<file path="src/rtl/usart_clkgen_pkg.sv">
package usart_clkgen_pkg;

  typedef enum logic [1:0] {
    MODE_ASYNC     = 2'd0,
    MODE_ASYNC_DBL = 2'd1,
    MODE_MASTER    = 2'd2,
    MODE_SLAVE     = 2'd3
  } clkMode_e;

  // strobes from control to the divider datapath
  typedef struct packed {
    logic reload;   // load divisor into base counter, no tick
    logic clrDiv;   // clear oversampler and master phase
    logic dbl;      // double-speed oversampling ratio
    logic master;   // toggle master clock phase on ticks
  } divCtl_t;

  // status from the datapath back to control
  typedef struct packed {
    logic tick;     // base tick this cycle
    logic txTick;   // oversampler wraps on this tick
    logic phase;    // current master clock level
  } divStat_t;

endpackage

</file>
<file path="src/rtl/clkgen_div.sv">
module clkgen_div
  import usart_clkgen_pkg::*;
#(
  parameter int BAUD_W   = 12,
  parameter int OVS_NORM = 16,
  parameter int OVS_DBL  = 8
) (
  input  logic              clk,
  input  logic              rstN,
  input  logic [BAUD_W-1:0] baudDiv,
  input  divCtl_t           ctl,
  output divStat_t          stat
);

  localparam int PRE_W = $clog2(OVS_NORM);
  localparam logic [PRE_W-1:0] LAST_NORM = PRE_W'(OVS_NORM - 1);
  localparam logic [PRE_W-1:0] LAST_DBL  = PRE_W'(OVS_DBL - 1);

  logic [BAUD_W-1:0] baudCnt;
  logic [PRE_W-1:0]  preCnt;
  logic              phaseQ;
  logic              tick;
  logic [PRE_W-1:0]  preLast;

  assign tick    = (baudCnt == '0) && !ctl.reload;
  assign preLast = ctl.dbl ? LAST_DBL : LAST_NORM;

  always_ff @(posedge clk or negedge rstN) begin
    if (!rstN) begin
      baudCnt <= '0;
    end else if (ctl.reload || baudCnt == '0) begin
      baudCnt <= baudDiv;
    end else begin
      baudCnt <= baudCnt - 1'b1;
    end
  end

  always_ff @(posedge clk or negedge rstN) begin
    if (!rstN) begin
      preCnt <= '0;
      phaseQ <= 1'b0;
    end else if (ctl.clrDiv) begin
      preCnt <= '0;
      phaseQ <= 1'b0;
    end else if (tick) begin
      preCnt <= (preCnt == preLast) ? '0 : preCnt + 1'b1;
      if (ctl.master) phaseQ <= ~phaseQ;
    end
  end

  assign stat.tick   = tick;
  assign stat.txTick = tick && (preCnt == preLast);
  assign stat.phase  = phaseQ;


  reload_after_tick_chk: assert property (@(posedge clk) disable iff (!rstN)
    tick |=> (baudCnt == $past(baudDiv)));


  clear_divider_chk: assert property (@(posedge clk) disable iff (!rstN)
    ctl.clrDiv |=> (preCnt == '0 && !phaseQ));


  dbl_ratio_chk: assert property (@(posedge clk) disable iff (!rstN)
    (ctl.dbl && !ctl.clrDiv) |-> (preCnt <= LAST_DBL));


  master_toggle_chk: assert property (@(posedge clk) disable iff (!rstN)
    (tick && ctl.master && !ctl.clrDiv) |=> (phaseQ != $past(phaseQ)));

endmodule

</file>
<file path="src/rtl/clkgen_ctrl.sv">
module clkgen_ctrl
  import usart_clkgen_pkg::*;
#(
  parameter int SYNC_STAGES = 2
) (
  input  logic     clk,
  input  logic     rstN,
  input  logic     syncMode,
  input  logic     dblSpeed,
  input  logic     clkPinDir,
  input  logic     baudWr,
  input  logic     clkPinIn,
  input  divStat_t stat,
  output divCtl_t  ctl,
  output logic     clkPinOut,
  output logic     clkPinOe,
  output logic     txEn,
  output logic     rxEn
);

  clkMode_e mode, modeQ;
  logic     modeChg;
  logic [SYNC_STAGES-1:0] syncQ;
  logic     pinPrev, pinNow;
  logic     pinRise, pinFall;
  logic     txNext, rxNext;

  always_comb begin
    if (syncMode) mode = clkPinDir ? MODE_MASTER : MODE_SLAVE;
    else          mode = dblSpeed ? MODE_ASYNC_DBL : MODE_ASYNC;
  end

  assign modeChg = (mode != modeQ);

  always_ff @(posedge clk or negedge rstN) begin
    if (!rstN) modeQ <= MODE_ASYNC;
    else       modeQ <= mode;
  end

  // external clock synchronizer chain
  generate
    for (genvar s = 0; s < SYNC_STAGES; s++) begin : g_sync
      always_ff @(posedge clk or negedge rstN) begin
        if (!rstN) syncQ[s] <= 1'b0;
        else if (s == 0) syncQ[s] <= clkPinIn;
        else syncQ[s] <= syncQ[(s == 0) ? 0 : s-1];
      end
    end
  endgenerate

  assign pinNow = syncQ[SYNC_STAGES-1];

  always_ff @(posedge clk or negedge rstN) begin
    if (!rstN) pinPrev <= 1'b0;
    else       pinPrev <= pinNow;
  end

  assign pinRise = pinNow && !pinPrev && !modeChg;
  assign pinFall = !pinNow && pinPrev && !modeChg;

  assign ctl.reload = modeChg || baudWr;
  assign ctl.clrDiv = modeChg;
  assign ctl.dbl    = (mode == MODE_ASYNC_DBL);
  assign ctl.master = (mode == MODE_MASTER);

  always_comb begin
    txNext = 1'b0;
    rxNext = 1'b0;
    unique case (mode)
      MODE_ASYNC, MODE_ASYNC_DBL: begin
        txNext = stat.txTick;
        rxNext = stat.tick;
      end
      MODE_MASTER: begin
        txNext = stat.tick && stat.phase;
        rxNext = stat.tick && !stat.phase;
      end
      MODE_SLAVE: begin
        txNext = pinFall;
        rxNext = pinRise;
      end
    endcase
  end

  always_ff @(posedge clk or negedge rstN) begin
    if (!rstN) begin
      txEn <= 1'b0;
      rxEn <= 1'b0;
    end else begin
      txEn <= txNext;
      rxEn <= rxNext;
    end
  end

  assign clkPinOe  = (mode == MODE_MASTER);
  assign clkPinOut = (mode == MODE_MASTER) && stat.phase;


  sync_excl_chk: assert property (@(posedge clk) disable iff (!rstN)
    (modeQ == MODE_MASTER || modeQ == MODE_SLAVE) |-> !(txEn && rxEn));


  async_tx_on_rx_chk: assert property (@(posedge clk) disable iff (!rstN)
    (txEn && (modeQ == MODE_ASYNC || modeQ == MODE_ASYNC_DBL)) |-> rxEn);


  slave_rise_chk: assert property (@(posedge clk) disable iff (!rstN)
    (rxEn && modeQ == MODE_SLAVE) |-> ($past(pinNow) && !$past(pinPrev)));


  change_quiet_chk: assert property (@(posedge clk) disable iff (!rstN)
    modeChg |=> (!txEn && !rxEn));

endmodule

</file>
<file path="src/rtl/usart_clkgen.sv">
module usart_clkgen
  import usart_clkgen_pkg::*;
#(
  parameter int BAUD_W      = 12,
  parameter int OVS_NORM    = 16,
  parameter int OVS_DBL     = 8,
  parameter int SYNC_STAGES = 2
) (
  input  logic              clk,
  input  logic              rstN,
  input  logic              syncMode,
  input  logic              dblSpeed,
  input  logic              clkPinDir,
  input  logic [BAUD_W-1:0] baudDiv,
  input  logic              baudWr,
  input  logic              clkPinIn,
  output logic              clkPinOut,
  output logic              clkPinOe,
  output logic              txEn,
  output logic              rxEn
);

  divCtl_t  divCtl;
  divStat_t divStat;

  clkgen_ctrl #(.SYNC_STAGES(SYNC_STAGES)) u_ctrl (
    .clk       (clk),
    .rstN      (rstN),
    .syncMode  (syncMode),
    .dblSpeed  (dblSpeed),
    .clkPinDir (clkPinDir),
    .baudWr    (baudWr),
    .clkPinIn  (clkPinIn),
    .stat      (divStat),
    .ctl       (divCtl),
    .clkPinOut (clkPinOut),
    .clkPinOe  (clkPinOe),
    .txEn      (txEn),
    .rxEn      (rxEn)
  );

  clkgen_div #(
    .BAUD_W   (BAUD_W),
    .OVS_NORM (OVS_NORM),
    .OVS_DBL  (OVS_DBL)
  ) u_div (
    .clk     (clk),
    .rstN    (rstN),
    .baudDiv (baudDiv),
    .ctl     (divCtl),
    .stat    (divStat)
  );


  async_pin_idle_chk: assert property (@(posedge clk) disable iff (!rstN)
    !syncMode |-> (!clkPinOe && !clkPinOut));

endmodule

</file>
<file path="config.mk">
export PLATFORM = sky130hd
export DESIGN_NAME = usart_clkgen
export DESIGN_NICKNAME = d
export VERILOG_FILES = /design/src/rtl/usart_clkgen_pkg.sv /design/src/rtl/clkgen_div.sv /design/src/rtl/clkgen_ctrl.sv /design/src/rtl/usart_clkgen.sv
export SDC_FILE = /design/constraint.sdc
export NUM_CORES = 1
export LEC_CHECK = 0
export BUFFER_PORTS_ARGS = -buffer_cell sky130_fd_sc_hd__clkbuf_2
export CAP_MARGIN = 20
export CORE_MARGIN = 3
export CORE_UTILIZATION = 49
export CTS_BUF_LIST = sky130_fd_sc_hd__clkbuf_4 sky130_fd_sc_hd__clkbuf_8 sky130_fd_sc_hd__clkbuf_16
export DETAILED_ROUTE_END_ITERATION = 10
export PLACE_DENSITY = 0.77
export SLEW_MARGIN = 10
export SYNTH_ARGS = -nofsm -noshare
export SYNTH_HDL_FRONTEND = slang
export SYNTH_HIERARCHICAL = 1
export SYNTH_SLANG_ARGS = --single-unit
</file>
<file path="constraint.sdc">
create_clock -name clk -period 2 [get_ports clk]
set_input_delay 0.1 -clock clk [delete_from_list [all_inputs] [get_ports clk]]
set_output_delay 0.1 -clock clk [all_outputs]
set_load 0.01 [all_outputs]
</file>
After elaboration in Yosys (flattened, before gate mapping) --
Index checks and enable logic that the tools add are counted.
Operators by class: add/subtract/negate cells 2, eq/ne operators 5, multiplexer cells 13, bitwise gates (word level) 1, reductions and logical operators 22
Operators with widths (number):
- two-way mux 4 bit | 4
- logical NOT 12 bit | 1
- two-way mux 12 bit | 1
- subtractor 12 x 1 -> 12 bit, second input constant | 1
- logical AND 1 bit | 9
- one-hot mux 1 bit (3 select lines) | 2
- logical NOT 1 bit | 5
- two-way mux 1 bit | 5
- adder 4 x 1 -> 4 bit, second input constant | 1
- == test 2 bit, second input constant | 2
- == test 4 bit | 1
- nonzero test 2 bit | 2
- == test 2 x 1 -> 1 bit, second input constant | 1
- logical NOT 2 bit | 1
- logical OR 1 bit | 2
- two-way mux 2 bit | 1
- inequality test 2 bit | 1
- AND reduction 2 bit | 1
- OR reduction 2 bit | 1
- inverter 1 bit | 1
Word-level totals: register bits 24, input port bits 19, output and inout bits 4, logic and storage cells 52

Logic depth before layout (Yosys ltp) --
depth in word-level cells 8, gate-level depth with buffers 8, gate-level depth less buffers 8

Modules after synthesis --
Netlist, hierarchy kept.
Modules (own cells, without submodules):
- clkgen_div | instances 1, cells an instance 100, area an instance 960.9 µm², seq. area each 425.4 µm²
- clkgen_ctrl | instances 1, cells an instance 28, area an instance 314.1 µm², seq. area each 175.2 µm²

Least setup slack after synthesis --
Ideal clock, no wire load.
path kind register -> register, start point register u_div.baudCnt[7], end point register u_div.phaseQ, setup time 123 ps, data arrival time 1749 ps, data required time 1877 ps, setup slack 127 ps, stages on the path, launching flop included 6, path buffers 1, period minus slack after synthesis 1873 ps, cell sequence dfrtp_1 -> or4_4 -> buf_6 -> or4_4 -> o21ai_1 -> a21oi_1
On the way: longest elaborated chain between the ends 4
Ends and longest elaborated chain:
- start, declared | line clkgen_div.sv:19 | logic [BAUD_W-1:0] baudCnt;
- start signal, assigned | line clkgen_div.sv:32 | baudCnt <= baudDiv;
- start signal, assigned | line clkgen_div.sv:34 | baudCnt <= baudCnt - 1'b1;
- logical NOT 12 bit | line clkgen_div.sv:25 | assign tick = (baudCnt == '0) && !ctl.reload;
- logical AND 1 bit | line clkgen_div.sv:25
- nonzero test 2 bit (no line)
- AND reduction 2 bit (no line)
- end signal, assigned | line clkgen_div.sv:47 | if (ctl.master) phaseQ <= ~phaseQ;
- end, declared | line clkgen_div.sv:21 | logic phaseQ;
Every way passes these cells. A chain may end at the register's enable or synchronous reset.

Worst setup path after layout --
Same ends and word-level chain as after synthesis.

==> out/qor.txt <==
Design Area, Final - 1510 µm²
Initial antenna violation count - 0
Clock latency at the later pin of the worst-skew pair - 0.29 ns
Final TNS setup - 0 ns
DIE WIDTH - 57.0 µm
Global-route wire length before repair - 4310 µm
Crit share post-route - 0.957
Ant diodes - 0
Crit path DAT - 2.09 ns
Yosys warns - 6
Vias in the first global route - 989
Synth unique cells - 39
Slowest-stage cell, CP - or4_4
Sequential cell area - 601 µm²
Yosys top cell area share - 0.471
Worst-path cell chain - or4_4, or4_4, o21ai_1, a21oi_1
DR vias/cell - 5.27
Wirelength per Cell - 12.0 µm
H-tree Lvls - 1
Sink Count - 24
Row count - 17
ANT nets after route - 0
Max rail drop VDD - 0.394 mV
Number of DRC markers in iteration 0 - 19
Most used cell, CP - or4_4
Filler cell count - 207
Slew HR - 0.607
Syn avg cell area - 9.96 µm²
Tightest Hold Check Type - input pin to flip-flop
Most common cell in the netlist - dfrtp_1
Grt total ovfl - 0
RR Startpoint - u_div/baudCnt[7]$_DFF_PN0_
Total Nets Final - 182
1st-pass router iterations - 4
CTS tree - built
Leak - 0.686 nW
RSZ-0062 raised after global routing - no
Number of synthesized flops with an enable pin - 0
Final core occ - 0.643
Worst setup SP type - flip-flop
Crit path from - u_div/baudCnt[7]$_DFF_PN0_
Synth top area cells - dfrtp_1 47%, a21oi_1 5.5%, xnor2_1 5.5%
CTS clock-pin slew for the worst setup and hold paths - 0.12 ns
Biggest area consumer among synthesized cells - dfrtp_1
Area Overhead vs Synth - 18.1%
DP HPWL - 1720 µm
Post-place instance area - 1410 µm²
IO Pins - 23
Hold Startpoint - baudDiv[0]
Max cap viols - 0
Placer Congestion - 0.781
Initial core utilization - 0.545
Final min period - 1.91 ns
Post-Synthesis Net Count - 150
CP endpoint kind - flip-flop
Final setup viols - 0
Overall routing resource usage - 0.161
Mapped Cells - 128
Detailed Route WL - 2230 µm
Slew Limit Fails - 0
Async set or reset register ratio after synthesis - 1.00
CP max stage delay - 0.60 ns
Slew @ Worst Pin - 0.590 ns
Fmax - 523 MHz
Syn Std Cell Area - 1270 µm²
Chip height - 57.0 µm
Vias - 980
Flops & latches, synth - 24
CP Max Fanout - 7
Clk root buf - clkbuf_4
Core box area - 2340 µm²
Predominant post-synthesis flop cell - dfrtp_1
Share of cells above drive strength 1 - 0.304
Setup CP Type - flip-flop to flip-flop
Clock Tree Buf Depth - 2
TritonCTS buffer count - 3
Port bufs - 22
WP data required - 2.17 ns
Die Area - 3250 µm²
Seq/Total Area, Yosys - 0.471
Number of remaining DRC errors - 0
Status - finished clean
Multi-input logic area - 606 µm²
Largest net degree at the start of global routing - 25
Clock Skews - 0.00300 ns
Power per Cell Area - 589 nW/µm²
Most instantiated cells after synthesis - 24 x dfrtp_1, 17 x nor2_1, 14 x a21oi_1, 8 x inv_1, 8 x xnor2_1
Final Hold Fails - 0
sequential cells by signal, summed over array words and instances, names as in the netlist:
signal / count
u_ctrl/pinNow: 1
u_ctrl/pinPrev: 1
u_ctrl/txEn: 1
u_ctrl/rxEn: 1
u_div/baudCnt: 12
u_div/phaseQ: 1
u_ctrl/syncQ: 1
u_ctrl/modeQ: 2
u_div/preCnt: 4
layout make-up:
type	instances	share of cell area
flip-flops and latches	24	0.399
clock buffers	3	0.0150
multi-input cells	88	0.402
repair buffers	34	0.138
inverters	9	0.0224
well taps	28	0.0233
path summary, 6_finish.rpt:
kind	endpoint	slack, ns	cells after the start
max	u_div/phaseQ$_DFFE_PN0P_	0.09	4
min	u_div/baudCnt[0]$_DFF_PN0_	0.01	2
max reg2reg	u_div/phaseQ$_DFFE_PN0P_	0.09	4
min reg2reg	u_ctrl/pinNow$_DFF_PN0_	0.36	0
max in group asynchronous	u_div/baudCnt[3]$_DFF_PN0_	1.30	2
min in group asynchronous	u_ctrl/pinPrev$_DFF_PN0_	0.32	2
through the flow:
step                instances  setup WS, ns  power (mW)  hold WS, ns
floorplan                 128         0.127       0.631       -0.196
global placement          177        0.0974       0.677        0.122
detailed placement        177        0.0209       0.683        0.128
CTS                       186        0.0733       0.896      0.00811
global route              186       0.00398       0.941       0.0203
finish                    186        0.0863       0.887       0.0124
cell families (layout without fill, tap and decap cells):
kind of cell	after synthesis	after routing	synth area share
multiplexers	2	2	0.0167
buffers and inverters	16	46	0.0667
XOR/XNOR	12	12	0.0824
AO/OA/AOI/OAI	25	25	0.116
adder cells (fa/ha/maj)	3	3	0.0294
AND/OR/NAND/NOR	46	46	0.218
flip-flops	24	24	0.471
what timing repair did:
action,4_1_cts,5_1_grt
resized for setup,4,2
hold buffers,3,0
setup endpoints to repair,1,9
pin swaps,3,1
endpoints found under the hold margin,26,0
buffers inserted,4,0
report_power, final:
group	leakage [nW]	total, mW	switching [mW]	internal [mW]
clock network	0.0138	0.197	0.127	0.0700
logic	0.378	0.150	0.0758	0.0745
registers	0.294	0.539	0.0252	0.514
total	0.686	0.887	0.228	0.659
metal layers:
| metal | routed length (µm) | GRT usage | vias up |
|---|---|---|---|
| li1 | - | - | 506 |
| met1 | 1070 | 0.217 | 456 |
| met2 | 1060 | 0.274 | 16 |
| met3 | 83 | 0.0204 | 2 |
| met4 | 20 | 0.0464 | 0 |
| met5 | 0 | 0 | - |
critical path: cells and delay by family, from the launching register on:
kind	cells	cell delay (ns)
compound gates	2	0.21
simple gates	2	1.17
flops	1	0.41
cells in the final DEF, fill, tap and decap left out, drive strengths merged, types with 2 or more instances in the layout:
master / Yosys / final
clkbuf: 0 / 25
dfrtp: 24 / 24
nor2: 17 / 17
a21oi: 14 / 14
buf: 7 / 9
inv: 9 / 9
xnor2: 8 / 8
xor2: 4 / 4
nand2: 4 / 4
o21ai: 4 / 4
dlygate4sd3: 0 / 3
nor2b: 3 / 3
nand3b: 3 / 3
ha: 3 / 3
and3: 3 / 3
or4: 3 / 3
nor3: 3 / 3
a31oi: 2 / 2
nor4: 2 / 2
(Power assumes the default switching activity.)
